[config.mk]
export PLATFORM = sky130hd
export DESIGN_NAME = fp_range_unit
export DESIGN_NICKNAME = d
export VERILOG_FILES = /design/src/rtl/fpr_pkg.sv /design/src/rtl/fpr_lane.sv /design/src/rtl/fpr_writeback.sv /design/src/rtl/fp_range_unit.sv
export SDC_FILE = /design/constraint.sdc
export NUM_CORES = 1
export LEC_CHECK = 0
export BUFFER_PORTS_ARGS = -buffer_cell sky130_fd_sc_hd__buf_2
export CELL_PAD_IN_SITES_DETAIL_PLACEMENT = 1
export CELL_PAD_IN_SITES_GLOBAL_PLACEMENT = 1
export CORE_AREA = 4 4 206 208
export CTS_BUF_LIST = sky130_fd_sc_hd__clkbuf_8 sky130_fd_sc_hd__clkbuf_16
export DETAILED_ROUTE_END_ITERATION = 8
export DIE_AREA = 0 0 210 212
export PLACE_DENSITY = 0.82
export SETUP_SLACK_MARGIN = 0.2
export SLEW_MARGIN = 20
export SYNTH_ARGS = -nofsm -noshare
export SYNTH_HDL_FRONTEND = slang
export SYNTH_SLANG_ARGS = --single-unit
[constraint.sdc]
create_clock -name clk -period 4.3 [get_ports clk]
set_input_delay 0.645 -clock clk [delete_from_list [all_inputs] [get_ports clk]]
set_output_delay 0.645 -clock clk [all_outputs]
set_load 0.01 [all_outputs]
[src/rtl/fpr_pkg.sv]
package fpr_pkg;
  typedef enum logic [1:0] {
    PICK_MIN    = 2'd0,
    PICK_MAX    = 2'd1,
    PICK_SMALLM = 2'd2,
    PICK_LARGEM = 2'd3
  } pick_e;

  typedef enum logic [1:0] {
    SIGN_OF_A  = 2'd0,
    SIGN_KEEP  = 2'd1,
    SIGN_CLEAR = 2'd2,
    SIGN_SET   = 2'd3
  } sign_e;

  function automatic int exp_bits(input int width);
    return (width == 64) ? 11 : 8;
  endfunction
endpackage

[src/rtl/fpr_lane.sv]
module fpr_lane #(
  parameter int W = 32
) (
  input  logic [W-1:0]       op_a,
  input  logic [W-1:0]       op_b,
  input  fpr_pkg::pick_e     pick,
  input  fpr_pkg::sign_e     sign_rule,
  output logic [W-1:0]       lane_res
);
  import fpr_pkg::*;
  localparam int EW = exp_bits(W);
  localparam int MW = W - 1 - EW;

  logic [W-2:0] mag_a, mag_b;
  logic         sa, sb, nan_a, nan_b, both_zero, a_below_b, b_below_a;
  logic [W-1:0] chosen;

  assign mag_a = op_a[W-2:0];
  assign mag_b = op_b[W-2:0];
  assign sa    = op_a[W-1];
  assign sb    = op_b[W-1];
  assign nan_a = (&op_a[W-2:MW]) && (|op_a[MW-1:0]);
  assign nan_b = (&op_b[W-2:MW]) && (|op_b[MW-1:0]);
  assign both_zero = (mag_a == '0) && (mag_b == '0);

  // Signed ordering on sign-magnitude encodings; zero pair handled above it.
  always_comb begin
    case ({sa, sb})
      2'b00:   begin a_below_b = mag_a < mag_b; b_below_a = mag_b < mag_a; end
      2'b11:   begin a_below_b = mag_a > mag_b; b_below_a = mag_b > mag_a; end
      2'b10:   begin a_below_b = 1'b1;          b_below_a = 1'b0;          end
      default: begin a_below_b = 1'b0;          b_below_a = 1'b1;          end
    endcase
  end

  always_comb begin
    chosen = op_b;
    unique case (pick)
      PICK_MIN:    if (!(nan_a || nan_b || both_zero) && a_below_b) chosen = op_a;
      PICK_MAX:    if (!(nan_a || nan_b || both_zero) && b_below_a) chosen = op_a;
      PICK_SMALLM: chosen = (mag_a <= mag_b) ? op_a : op_b;
      PICK_LARGEM: chosen = (mag_b >= mag_a) ? op_b : op_a;
      default:     chosen = op_b;
    endcase
  end

  always_comb begin
    lane_res = chosen;
    unique case (sign_rule)
      SIGN_OF_A:  lane_res[W-1] = sa;
      SIGN_KEEP:  lane_res[W-1] = chosen[W-1];
      SIGN_CLEAR: lane_res[W-1] = 1'b0;
      SIGN_SET:   lane_res[W-1] = 1'b1;
      default:    lane_res[W-1] = chosen[W-1];
    endcase
  end
endmodule

[src/rtl/fpr_writeback.sv]
module fpr_writeback #(
  parameter int W = 32
) (
  input  logic [W-1:0] lane_res,
  input  logic [W-1:0] lane_a,
  input  logic [W-1:0] lane_src,
  input  logic         enable,
  input  logic         zero_mode,
  input  logic         pass_a,
  output logic [W-1:0] lane_out
);
  always_comb begin
    if (pass_a)         lane_out = lane_a;
    else if (enable)    lane_out = lane_res;
    else if (zero_mode) lane_out = '0;
    else                lane_out = lane_src;
  end
endmodule

[src/rtl/fp_range_unit.sv]
module fp_range_unit #(
  parameter  int ELEM_W = 32,
  parameter  int VEC_W  = 128,
  localparam int LANES  = VEC_W / ELEM_W
) (
  input  logic              clk,
  input  logic              rst,
  input  logic              in_valid,
  output logic              in_ready,
  input  logic [VEC_W-1:0]  in_a,
  input  logic [VEC_W-1:0]  in_b,
  input  logic [VEC_W-1:0]  in_src,
  input  logic [LANES-1:0]  in_mask,
  input  logic [3:0]        in_ctrl,
  input  logic              in_zero_mode,
  input  logic              in_scalar,
  output logic              out_valid,
  input  logic              out_ready,
  output logic [VEC_W-1:0]  out_data
);
  import fpr_pkg::*;
  localparam int W = ELEM_W;

  logic [VEC_W-1:0] next_word;
  logic             take;

  assign in_ready = !out_valid || out_ready;
  assign take     = in_valid && in_ready;

  for (genvar i = 0; i < LANES; i++) begin : g_lane
    logic [W-1:0] a_i, b_i, r_i, w_i;
    assign a_i = in_a[i*W +: W];
    assign b_i = in_b[i*W +: W];

    fpr_lane #(.W(W)) u_core (
      .op_a      (a_i),
      .op_b      (b_i),
      .pick      (pick_e'(in_ctrl[1:0])),
      .sign_rule (sign_e'(in_ctrl[3:2])),
      .lane_res  (r_i)
    );

    fpr_writeback #(.W(W)) u_wb (
      .lane_res  (r_i),
      .lane_a    (a_i),
      .lane_src  (in_src[i*W +: W]),
      .enable    (in_mask[i]),
      .zero_mode (in_zero_mode),
      .pass_a    (in_scalar && (i != 0)),
      .lane_out  (w_i)
    );

    assign next_word[i*W +: W] = w_i;

    // Written lane carries the magnitude bits of one of its operands.
    assert_pick_operand_R1: assert property (@(posedge clk) disable iff (rst)
      (take && in_mask[i] && (!in_scalar || i == 0)) |=>
      ((out_data[i*W +: W-1] == $past(in_a[i*W +: W-1])) ||
       (out_data[i*W +: W-1] == $past(in_b[i*W +: W-1]))));

    assert_sign_clear_R4: assert property (@(posedge clk) disable iff (rst)
      (take && in_mask[i] && (!in_scalar || i == 0) && in_ctrl[3:2] == 2'b10) |=>
      (out_data[i*W + W - 1] == 1'b0));

    assert_sign_set_R4: assert property (@(posedge clk) disable iff (rst)
      (take && in_mask[i] && (!in_scalar || i == 0) && in_ctrl[3:2] == 2'b11) |=>
      (out_data[i*W + W - 1] == 1'b1));

    assert_zero_fill_R6: assert property (@(posedge clk) disable iff (rst)
      (take && !in_mask[i] && in_zero_mode && (!in_scalar || i == 0)) |=>
      (out_data[i*W +: W] == '0));

    if (i > 0) begin : g_pass
      assert_scalar_pass_R7: assert property (@(posedge clk) disable iff (rst)
        (take && in_scalar) |=> (out_data[i*W +: W] == $past(in_a[i*W +: W])));
    end
  end

  always_ff @(posedge clk) begin
    if (rst) begin
      out_valid <= 1'b0;
      out_data  <= '0;
    end else begin
      if (in_ready) out_valid <= in_valid;
      if (take)     out_data  <= next_word;
    end
  end

  assert_accept_shows_R8: assert property (@(posedge clk) disable iff (rst)
    take |=> out_valid);

  assert_drain_empties_R8: assert property (@(posedge clk) disable iff (rst)
    (out_valid && out_ready && !in_valid) |=> !out_valid);

  assert_stall_hold_R9: assert property (@(posedge clk) disable iff (rst)
    (out_valid && !out_ready) |=> (out_valid && $stable(out_data)));

  assert_stall_blocks_R9: assert property (@(posedge clk) disable iff (rst)
    (out_valid && !out_ready) |-> !in_ready);
endmodule

==> reports/results.txt <==
Ranked by total cell area, the synthesized netlist is headed by sky130_fd_sc_hd__dfxtp_1 21%, sky130_fd_sc_hd__ha_1 12%, sky130_fd_sc_hd__o21ai_0 6.3%. TritonCTS built the clock tree. For the final database, setup skew stands at 0.008336 ns. sky130_fd_sc_hd__dfxtp_1 takes more of the synthesized area than any other cell. The first-pass GRT wire length came out at 95.85 mm. Cell internal power was estimated by the tool at 2.835 mW. The logs give 0.339 for the clock network fraction of total power and 2181 for the net count after synthesis. The top cell types in the final layout, fill and taps aside, are 525 x sky130_fd_sc_hd__buf_2, 188 x sky130_fd_sc_hd__nor2_1, 157 x sky130_fd_sc_hd__o21ai_0. The fraction of power consumed by combinational cells is 0.349. The max-cap check violation count was 0.

The number of antenna violations at the first check in global routing was 13. The path class of the tightest hold or removal check is primary input to register. Summing all placed instances gives a cell area of 0.01539 mm^2. Aggregate global routing overflow: 0. After layout, the minimum clock period comes to 3.497 ns. The number of detailed-route iterations in the first pass is 8.

The final layout contains 2624 nets. For the number of H-tree levels, the log shows 4. Post-synthesis area per instance: 7.484 um^2. The tools report the number of buffers on the longest clock path as 2. The sink count of the clock tree came out at 129. The remaining routing DRC violations was 0; the count of buffering cells on the critical path with inverters included was 3. The run gives 0 as the final hold violation count. The gate count after technology mapping was 1659; the post-synthesis cell area was 0.01242 mm^2. The logs give 0.3062 for the effective utilization at floorplan and 0.2080 for the proportion of synthesized chip area in sequential cells. For this design the top-level I/O count stands at 528. The final clock period utilization by the worst path is 0.8134. Sort of element at the end of the critical path: a register. In this run the static leakage power is 7.343 nW. The port buffer count was 527. On the critical path the largest part of the delay comes from compound AO/OA/AOI/OAI gates.

Leaving out fill and tap cells, the most frequent cell in the layout is sky130_fd_sc_hd__buf_2. Once detail routing completed, the nets flagged for antenna violations numbered 0. The worst voltage drop across the vdd grid was 0.0002084 V; the die span in y was 212 um. At the pin with the least slew margin, the transition time is 1.009 ns. Setup violations remaining at the end of the flow were counted as 0. The number of max-slew violations in the final report is 0. The run gives 1.623 mW as the power spent charging and discharging nets. Walking the worst path, the cells encountered are buf_2 > inv_1 > ha_1 > nand4_1 > nor4_1 > inv_1 > a211oi_1 > nor2_1 > mux2_2 > o221a_2 > o221a_2.

The overall global routing resource usage came out at 0.2679. The placed wire-length estimate after detailed placement came out at 47.83 mm. The ratio of routed vias to standard cells works out to 6.062. Among all stages on the critical path, the largest delay is contributed by sky130_fd_sc_hd__mux2_2. TritonCTS created 17 clock buffers. The area growth from synthesis to final layout was 28.76%.

The sum of negative setup slack was 0 ns. The final non-filler cell area is 0.01599 mm^2. The stage delay of the slowest cell on the critical path is 0.74 ns.

The arrival time reported for the critical path endpoint is 3.88 ns. After detailed routing, the total wire length is 63.04 mm. Along the worst path, the maximum fanout reaches 31.

The horizontal die dimension was 210 um; the number of buffers added for setup after CTS was 0. Synthesis inferred 129 register bits. The tools report the relative slew slack as 0.3271. For this run, the number of Yosys warnings is 0. Setup repair after global routing left no endpoint under its margin. For this design the ratio of total power to cell area is 278.8 mW/mm^2. Sort of element at the start of the critical path: a primary input. After clock tree synthesis, the repair step resized 0 gates. The area share of the leading cell type in the synthesized netlist is 0.2080. The setup path with the least slack is of type primary input to register.

The proportion of total power due to net switching came out at 0.3640. The floorplan step defined a die boundary enclosing 0.04452 mm^2. The fraction of final layout cells with drive strength greater than 1 came out at 0.3128. The flow ran to the end, and the final reports show no timing, DRC or antenna violations. The clock transition at the registers of the reported paths works out to 0.06 ns.

The root buffer cell chosen for the clock tree is sky130_fd_sc_hd__clkbuf_16. At the worst endpoint, the required time is 4.68 ns. The later pin in the worst-skew pair is clocked with a latency of 0.44 ns. In this run, synthesis inferred 0 flip-flops with an integrated enable. The wire length per cell after detailed routing works out to 23.75 um. The count of placed standard cells in the final layout, fillers left out was 2654; the cell total after placement was 2615. Static timing analysis puts the maximum clock frequency at 285.9 MHz. The total power after layout was 4.458 mW; the violation count after the first detailed-route iteration was 1211.

The most used flip-flop cell after synthesis is sky130_fd_sc_hd__dfxtp_1. The power share of the sequential group was 0.312. After floorplanning, the core was divided into 74 placement rows. The via count was 16090; the count of cell types in the netlist was 66.

The placeable core area was 0.04055 mm^2; the routability congestion estimate was 0.9008. The share of synthesized registers carrying an async set or reset is 0. In this run, post-CTS hold repair placed 0 buffers. The tools report the setup slack of the most critical reg-to-reg path as 1.67 ns.

Entering global routing, the biggest net connects 77 pins. Number of global-route vias before repair: 16710.
sequential cells by signal, summed over array words and instances (netlist names):
| signal | cells |
|---|---|
| out_valid | 1 |
| out_data | 128 |
power by group through the flow:
stage               Sequential (mW)  Clock [mW]  Combinational [mW]
CTS                            1.39        1.54                1.56
global placement               1.41           0                1.49
floorplan                      1.46           0               0.784
global route                   1.40        1.60                1.71
finish                         1.39        1.51                1.56
detailed placement             1.41           0                1.55
final cells by class:
class | count | area, um^2
Antenna cell | 9 | 22.52
Clock buffer | 21 | 480.5
Clock inverter | 9 | 92.59
Fill cell | 5211 | 24570
Inverter | 142 | 533.0
Multi-Input combinational cell | 1263 | 8790
Sequential cell | 129 | 2582
Tap cell | 532 | 665.6
Timing Repair Buffer | 549 | 2820
cells in the mapped netlist, types with 31 or more instances:
| cell | instances |
|---|---|
| sky130_fd_sc_hd__o21a_1 | 35 |
| sky130_fd_sc_hd__o21ai_1 | 31 |
| sky130_fd_sc_hd__inv_1 | 142 |
| sky130_fd_sc_hd__a221o_1 | 62 |
| sky130_fd_sc_hd__ha_1 | 124 |
| sky130_fd_sc_hd__nand4_1 | 53 |
| sky130_fd_sc_hd__dfxtp_1 | 129 |
| sky130_fd_sc_hd__o32ai_1 | 33 |
| sky130_fd_sc_hd__a211oi_1 | 44 |
| sky130_fd_sc_hd__o31ai_1 | 36 |
| sky130_fd_sc_hd__nor2_1 | 188 |
| sky130_fd_sc_hd__a21oi_1 | 91 |
| sky130_fd_sc_hd__o21ai_0 | 157 |
| sky130_fd_sc_hd__or3_1 | 33 |
| sky130_fd_sc_hd__o22ai_1 | 35 |
| sky130_fd_sc_hd__a221oi_1 | 38 |
| sky130_fd_sc_hd__nand2_1 | 50 |
| sky130_fd_sc_hd__nor4_1 | 60 |
| sky130_fd_sc_hd__o221a_2 | 62 |
| sky130_fd_sc_hd__clkbuf_1 | 94 |
metrics by stage:
stage                     hold WS (ns)  setup slack [ns]    util
after global placement          0.4761            0.4925  0.3795
after detailed placement        0.4960            0.2381  0.3795
after global routing            0.4991            0.6056  0.3939
final                           0.4858            0.8026  0.3942
after floorplan                 0.5033             1.159       -
after CTS                       0.4573            0.7030  0.3936
worst min-delay path: cells and delay by family:
| kind | cells | cell delay [ns] |
|---|---|---|
| buffers and inverters | 2 | 0.18 |
| AO/OA/AOI/OAI | 1 | 0.05 |
layer usage:
metal	track usage	vias to the layer above	routed length, um
met4	0.08551	12	1734
met3	0.05976	132	4590
met1	0.3305	7858	25490
met5	0	-	89
li1	-	7334	-
met2	0.4662	752	31130
kinds of logic after synthesis:
group,share of synthesized area
XOR/XNOR,0.002821
AND/OR/NAND/NOR,0.1868
AO/OA/AOI/OAI,0.3839
adder cells (fa/ha/maj),0.1250
buffers and inverters,0.08838
flip-flops,0.2080
multiplexers,0.005139
path summary, 6_finish.rpt:
check	startpoint	cells past startpoint	endpoint
setup / recovery	in_b[26]	11	out_data[18]$_SDFFE_PP0P_
hold / removal	in_valid	3	out_valid$_SDFFE_PP0N_
setup reg to reg	out_valid$_SDFFE_PP0N_	7	out_data[42]$_SDFFE_PP0P_
hold reg to reg	out_data[127]$_SDFFE_PP0P_	2	out_data[127]$_SDFFE_PP0P_
No activity file was read; power rests on OpenSTA's default activity.
